--- src/rtl/fetch_pkg.sv ---
package fetch_pkg;

    typedef enum logic [3:0] {
        OP_HALT  = 4'h0,
        OP_NOP   = 4'h1,
        OP_RRMOV = 4'h2,
        OP_IRMOV = 4'h3,
        OP_RMMOV = 4'h4,
        OP_MRMOV = 4'h5,
        OP_ALU   = 4'h6,
        OP_JUMP  = 4'h7,
        OP_CALL  = 4'h8,
        OP_RET   = 4'h9,
        OP_PUSH  = 4'hA,
        OP_POP   = 4'hB
    } opcode_e;

    localparam logic [3:0] FN_NONE  = 4'h0;
    localparam logic [3:0] REG_NONE = 4'hF;

    typedef struct packed {
        logic legal;
        logic has_regs;
        logic has_const;
    } op_class_t;

endpackage

--- src/rtl/fetch_classify.sv ---
module fetch_classify
    import fetch_pkg::*;
(
    input  logic [3:0] code_i,
    output op_class_t  cls_o
);
    always_comb begin
        cls_o = '{legal: 1'b0, has_regs: 1'b0, has_const: 1'b0};
        case (code_i)
            OP_HALT, OP_NOP, OP_RET:
                cls_o = '{legal: 1'b1, has_regs: 1'b0, has_const: 1'b0};
            OP_RRMOV, OP_ALU, OP_PUSH, OP_POP:
                cls_o = '{legal: 1'b1, has_regs: 1'b1, has_const: 1'b0};
            OP_IRMOV, OP_RMMOV, OP_MRMOV:
                cls_o = '{legal: 1'b1, has_regs: 1'b1, has_const: 1'b1};
            OP_JUMP, OP_CALL:
                cls_o = '{legal: 1'b1, has_regs: 1'b0, has_const: 1'b1};
            default:
                cls_o = '{legal: 1'b0, has_regs: 1'b0, has_const: 1'b0};
        endcase
    end
endmodule

--- src/rtl/fetch_align.sv ---
module fetch_align
    import fetch_pkg::*;
#(
    parameter int WORD_W    = 32,
    parameter int TAIL_BYTES = 5
) (
    input  logic [8*TAIL_BYTES-1:0] tail_i,
    input  logic                    has_regs_i,
    input  logic                    has_const_i,
    output logic [3:0]              ra_o,
    output logic [3:0]              rb_o,
    output logic [WORD_W-1:0]       valc_o
);
    localparam int CONST_BYTES = WORD_W / 8;

    logic [WORD_W-1:0] word_near;
    logic [WORD_W-1:0] word_far;

    for (genvar k = 0; k < CONST_BYTES; k++) begin : g_lane
        assign word_near[8*k +: 8] = tail_i[8*k +: 8];
        assign word_far[8*k +: 8]  = tail_i[8*(k+1) +: 8];
    end

    always_comb begin
        ra_o = has_regs_i ? tail_i[7:4] : REG_NONE;
        rb_o = has_regs_i ? tail_i[3:0] : REG_NONE;
        if (!has_const_i)
            valc_o = '0;
        else if (has_regs_i)
            valc_o = word_far;
        else
            valc_o = word_near;
    end
endmodule

--- src/rtl/fetch_next_pc.sv ---
module fetch_next_pc #(
    parameter int ADDR_W      = 32,
    parameter int CONST_BYTES = 4
) (
    input  logic [ADDR_W-1:0] pc_i,
    input  logic              has_regs_i,
    input  logic              has_const_i,
    output logic [ADDR_W-1:0] valp_o
);
    logic [ADDR_W-1:0] span;

    always_comb begin
        span = ADDR_W'(1) + ADDR_W'(has_regs_i);
        if (has_const_i)
            span = span + ADDR_W'(CONST_BYTES);
        valp_o = pc_i + span;
    end
endmodule

--- src/rtl/instr_fetch.sv ---
module instr_fetch
    import fetch_pkg::*;
#(
    parameter int ADDR_W    = 32,
    parameter int WORD_W    = 32,
    parameter int WIN_BYTES = 6
) (
    input  logic [ADDR_W-1:0]      pc_i,
    input  logic [8*WIN_BYTES-1:0] imem_win_i,
    input  logic                   imem_fault_i,
    output logic [3:0]             icode_o,
    output logic [3:0]             ifun_o,
    output logic [3:0]             ra_o,
    output logic [3:0]             rb_o,
    output logic [WORD_W-1:0]      valc_o,
    output logic [ADDR_W-1:0]      valp_o,
    output logic                   instr_valid_o,
    output logic                   need_regs_o,
    output logic                   need_const_o
);
    localparam int CONST_BYTES = WORD_W / 8;
    localparam int TAIL_BYTES  = WIN_BYTES - 1;

    op_class_t cls;

    always_comb begin
        if (imem_fault_i) begin
            icode_o = OP_NOP;
            ifun_o  = FN_NONE;
        end else begin
            icode_o = imem_win_i[7:4];
            ifun_o  = imem_win_i[3:0];
        end
    end

    fetch_classify i_classify (
        .code_i (icode_o),
        .cls_o  (cls)
    );

    assign instr_valid_o = cls.legal;
    assign need_regs_o   = cls.has_regs;
    assign need_const_o  = cls.has_const;

    fetch_align #(
        .WORD_W     (WORD_W),
        .TAIL_BYTES (TAIL_BYTES)
    ) i_align (
        .tail_i      (imem_win_i[8*WIN_BYTES-1:8]),
        .has_regs_i  (cls.has_regs),
        .has_const_i (cls.has_const),
        .ra_o        (ra_o),
        .rb_o        (rb_o),
        .valc_o      (valc_o)
    );

    fetch_next_pc #(
        .ADDR_W      (ADDR_W),
        .CONST_BYTES (CONST_BYTES)
    ) i_next_pc (
        .pc_i        (pc_i),
        .has_regs_i  (cls.has_regs),
        .has_const_i (cls.has_const),
        .valp_o      (valp_o)
    );
endmodule

--- config.mk ---
export PLATFORM = sky130hd
export DESIGN_NAME = instr_fetch
export DESIGN_NICKNAME = d
export VERILOG_FILES = /design/src/rtl/fetch_pkg.sv /design/src/rtl/fetch_classify.sv /design/src/rtl/fetch_align.sv /design/src/rtl/fetch_next_pc.sv /design/src/rtl/instr_fetch.sv
export SDC_FILE = /design/constraint.sdc
export NUM_CORES = 1
export LEC_CHECK = 0
export CORE_ASPECT_RATIO = 1.2
export CORE_MARGIN = 2
export CORE_UTILIZATION = 29
export DETAILED_ROUTE_END_ITERATION = 10
export GPL_ROUTABILITY_DRIVEN = 0
export GPL_TIMING_DRIVEN = 1
export PLACE_DENSITY = 0.85
export SETUP_SLACK_MARGIN = 0.1
export SYNTH_ARGS = -nofsm -noshare
export SYNTH_HDL_FRONTEND = slang
export SYNTH_SLANG_ARGS = --single-unit
--- constraint.sdc ---
create_clock -name vclk -period 3.2
set_input_delay 0.32 -clock vclk [all_inputs]
set_output_delay 0.32 -clock vclk [all_outputs]
set_load 0.05 [all_outputs]
==> results of run 1 <==
synth_stat cells, types with 2 or more instances:
master    number
nand3_1       19
nor2_1        14
nor3_1         5
or3_1          8
nand2_1       79
nand4_1       11
and3_1         5
a21oi_1       34
ha_1           2
buf_4          7
and2_1         2
a21oi_2        2
nor2b_1        8
clkbuf_1       6
nand2b_1       2
xor2_1         4
xnor2_1       27
kinds of logic after synthesis:
kind of cell / Yosys count / share of synthesized area (%)
buffers and inverters: 17 / 6.38
AOI/OAI and AO/OA: 41 / 18.5
xor gates and xnor gates: 31 / 18.7
adders and majority gates: 2 / 1.73
and+or+nand+nor: 159 / 53.1
muxes: 2 / 1.64
routing by layer:
layer / track usage [%] / share of wire (%) / vias up / routed length (um)
met5: 0 / 0 / - / 0
met4: 4.40 / 0.69 / 0 / 50
met3: 4.25 / 8.0 / 6 / 576
met2: 55.2 / 59 / 133 / 4280
met1: 25.4 / 32 / 1110 / 2310
li1: - / - / 1183 / -
path summary, 6_finish.rpt:
check  slack (ns)           end  cells after the start     startpoint
max          0.25    valp_o[20]                     12  imem_win_i[5]
min          1.31  need_const_o                      5  imem_win_i[7]
cell usage in the layout, fill, tap and decap left out, drive strengths merged:
master	count
dlygate4sd2	1
nand3	19
xor2	4
or2	2
nor3	5
nand4	12
inv	2
nand2	79
clkdlybuf4s50	86
ha	2
and2	2
a31oi	1
nand4b	1
a2111oi	1
buf	86
and4	1
a21oi	36
dlymetal6s2s	3
a211oi	1
nor2	14
mux2i	2
and3	5
nor2b	8
o21ai	1
xnor2	27
nor4	1
nand2b	2
o31ai	1
or3	8
power groups by stage:
stage	Sequential, uW	Combinational, uW	Clock (uW)
after CTS	0	700	0
after global placement	0	689	0
after floorplan	0	356	0
final	0	702	0
after global routing	0	736	0
after detailed placement	0	698	0
layout make-up:
| cell class | instances | area, um2 |
|---|---|---|
| multi-input combinational | 235 | 1760 |
| tap | 60 | 75.1 |
| timing repair buffer | 176 | 1980 |
| inverter | 2 | 7.51 |
| fill | 339 | 1050 |
what timing repair did:
action,4_1_cts,5_1_grt
setup endpoints to repair,24,27
buffers inserted,1,0
resized for setup,2,10
pin swaps,0,1
hold buffers,0,0
through the flow:
step                      instances  setup slack, ns  instance area (um2)  TNS (ns)  utilization, %
after floorplan                 252            0.124                 1810         0               -
after global placement          472          0.00990                 3770         0            77.3
after detailed placement        472          -0.0942                 3770    -0.746            77.3
after CTS                       473            0.103                 3780         0            77.6
after global routing            473            0.115                 3820         0            78.4
final                           473            0.248                 3820         0            78.4
==> impl_metrics.tcl, run 1 <==
set metrics [dict create \
    power.share.sequential_pct 0 \
    max-slew-margin-rel_pct 66.0 \
    drtPass1Iterations 4 \
    tightest_slew_ns 0.509 \
    drive_above_1_share_pct 33.4 \
    grt_pass1_vias 2462 \
    ys_types 34 \
    crit_top_cell "buf_12" \
    grt_pass1_wl_mm 11.5 \
    syn_to_final_growth_pct 163 \
    cp_num_buf_inv 4 \
    antenna_found_initial 0 \
    synth.top_cell.area_share_pct 20.4 \
    dp_hpwl_mm 6.31 \
    design.core.area_mm2 0.00487 \
    syn_area_per_cell_um2 5.75 \
    netlist_instances 252 \
    nets 498 \
    fmax_mhz 339 \
    worstPathRequired_ns 2.88 \
    vdd_ir_drop_max_uv 165 \
    setup_viol_count_final 0 \
    yosysSeqAreaShare_pct 0 \
    diodes 0 \
    grt.overflow.total 0 \
    wl_mm 7.22 \
    status "completed" \
    maxCapViolCount 0 \
    n_sequential_cell 0 \
    power.share.switching_pct 55.4 \
    io_pins 164 \
    yosysTopAreaCell "nand2_1" \
    yosys_warnings 0 \
    drc 0 \
    whs_ns 1.31 \
    hold_viol_final 0 \
    fin_crit_sh_pct 92.3 \
    path_delay_family "buffers and inverters" \
    rsz0062_at_grt "no" \
    critical_path.max_fanout 14 \
    cp-start-kind "input port" \
    drt_iter0_markers 109 \
    syn-num-nets 335 \
    postRouteAntennaNets 0 \
    cp.arrival_ns 2.63 \
    min-delay-path-class "input port to output port" \
    p_switching_uw 389 \
    layout_min_cycle_time_ns 2.95 \
    pwr-share-comb_pct 100.0 \
    row_count 28 \
    grt_max_degree 35 \
    drt-wirelength-per-cell_um 15.3 \
    cp_slowest_cell "ha_2" \
    synth_area_mm2 0.00145 \
    nClkBuffers 0 \
    viasPerCell 5.14 \
    p_int_uw 313 \
    grt_use_total_pct 26.1 \
    numPortBuffers 164 \
    die_area_mm2 0.00558 \
    synth_area_leaders "nand2_1 20%, xnor2_1 16%, a21oi_1 12%" \
    crit_type "input port to output port" \
    die_y_um 81.5 \
    start_util_pct 29.8 \
    leakagePower_uw 0.00161 \
    power.total_uw 702 \
    crit_chain "dlygate4sd2_1, mux2i_1, o21ai_0, nand2b_1, inv_2, ha_2, nand2_1, o31ai_4, buf_12, nand4_1, xnor2_2, buf_12" \
    clockPowerShare_pct 0 \
    slew_violations 0 \
    end_kind "output port" \
    max_stage_delay_ns 0.38 \
    regArea_um2 0 \
    die_w_um 68.6 \
    power_per_cell_area_mw_per_mm2 184 \
    vias 2432 \
]
Note: power is estimated with default switching activity, not from simulation.
==> run 2: changes to the inputs <==
--- a/config.mk
+++ b/config.mk
@@ -5,7 +5,7 @@
 export SDC_FILE = /design/constraint.sdc
 export NUM_CORES = 1
 export LEC_CHECK = 0
-export CORE_ASPECT_RATIO = 1.2
+export CORE_ASPECT_RATIO = 0.6
 export CORE_MARGIN = 2
 export CORE_UTILIZATION = 29
 export DETAILED_ROUTE_END_ITERATION = 10
==> impl_metrics.tcl, run 2 (synthesized netlist as in run 1, its figures left out) <==
set metrics [dict create \
    status "completed" \
    postCtsSetupRepairBufs 0 \
    drt-wirelength-per-cell_um 16.6 \
    syn_to_final_growth_pct 164 \
    whs_ns 1.33 \
    critical_path.max_fanout 4 \
    slew_violations 0 \
    crit_type "input port to output port" \
    nClkBuffers 0 \
    fmax_mhz 346 \
    cp.arrival_ns 2.57 \
    dp.cells 481 \
    routedLengthMet1_mm 3.40 \
    start_util_pct 31.0 \
    row_count 19 \
    fin_util_pct 81.8 \
    nets 503 \
    end_kind "output port" \
    power_per_cell_area_mw_per_mm2 185 \
    postRouteAntennaNets 0 \
    regArea_um2 0 \
    design.core.area_mm2 0.00468 \
    hold_viol_final 0 \
    clockPowerShare_pct 0 \
    drive_above_1_share_pct 34.2 \
    instances_no_fill 481 \
    top_layer_used "met4" \
    diodes 0 \
    power.share.switching_pct 55.8 \
    n_sequential_cell 0 \
    numPortBuffers 164 \
    min-delay-path-class "input port to output port" \
    drtPass1Iterations 5 \
    die_area_mm2 0.00560 \
    max-slew-margin-rel_pct 64.4 \
    grt_pass1_wl_mm 12.2 \
    p_switching_uw 396 \
    p_int_uw 314 \
    die_y_um 58.8 \
    fin_crit_sh_pct 90.4 \
    rsz0062_at_grt "no" \
    maxCapViolCount 0 \
    routed-wl-met3_um 707 \
    mostFrequentLayoutCell "clkdlybuf4s50_1" \
    final_cell_mix "86 x clkdlybuf4s50_1, 79 x nand2_1, 57 x buf_4, 33 x a21oi_1, 33 x buf_12" \
    io_pins 164 \
    grt_use_total_pct 27.7 \
    grt_max_degree 34 \
    vias 2511 \
    layout_min_cycle_time_ns 2.89 \
    grt.overflow.total 0 \
    dp_hpwl_mm 6.82 \
    setup_viol_count_final 0 \
    vdd_ir_drop_max_uv 115 \
    max_stage_delay_ns 0.53 \
    crit_chain "clkdlybuf4s50_1, nand2b_1, inv_2, ha_2, a31oi_2, a21oi_1, nand3_1, xnor2_2, buf_12" \
    drt_iter0_markers 172 \
    tightest_slew_ns 0.532 \
    pwr-share-comb_pct 100.0 \
    cp_slowest_cell "clkdlybuf4s50_1" \
    leakagePower_uw 0.00162 \
    antenna_found_initial 0 \
    die_w_um 95.3 \
    wl_mm 7.99 \
    power.total_uw 710 \
    drc 0 \
    met2WireLength_mm 3.78 \
    grt_pass1_vias 2367 \
    fin_setup_tns_ns 0 \
    viasPerCell 5.22 \
    worstPathRequired_ns 2.88 \
    cp-start-kind "input port" \
    power.share.sequential_pct 0 \
]
-- run 2: power groups by stage --
stage	logic (uW)	registers, uW	clock network [uW]
global placement	694	0	0
floorplan	356	0	0
CTS	707	0	0
detailed placement	702	0	0
finish	710	0	0
global route	740	0	0
-- run 2: through the flow --
stage / cell area, um2 / setup slack (ns)
final: 3830 / 0.308
after floorplan: 1810 / 0.124
after global placement: 3800 / 0.0110
after detailed placement: 3800 / -0.108
after global routing: 3830 / 0.160
after CTS: 3820 / 0.119
-- run 2: critical path, delay by kind of cell --
family | cells | cell delay, ns
buffers and inverters | 3 | 0.76
AO/OA/AOI/OAI | 2 | 0.54
adder cells (fa/ha/maj) | 1 | 0.37
AND/OR/NAND/NOR | 2 | 0.34
XOR/XNOR | 1 | 0.23
-- run 2: repair_timing --
item                                    in CTS  in global routing
hold endpoints to repair                     0                  0
cloned                                       0                  0
hold buffers                                 0                  0
resized for setup                            7                  7
endpoints found under the setup margin      29                 29
pin swaps                                    0                  1
-- run 2: per-layer routing --
layer	vias up	GRT usage, %
li1	1200	-
met1	1163	40.0
met2	132	44.8
met3	16	4.61
met4	0	3.31
met5	-	0
-- run 2: path summary, 6_finish.rpt --
path | from | to | slack, ns | depth (start not counted)
setup / recovery | imem_fault_i | valp_o[9] | 0.31 | 9
hold / removal | imem_win_i[40] | valc_o[24] | 1.33 | 4
-- run 2: layout make-up --
class                           instances  area, um2
Timing Repair Buffer                  181       2000
Multi-Input combinational cell        235       1740
Fill cell                             282        853
Tap cell                               63       78.8
Inverter                                2       7.51
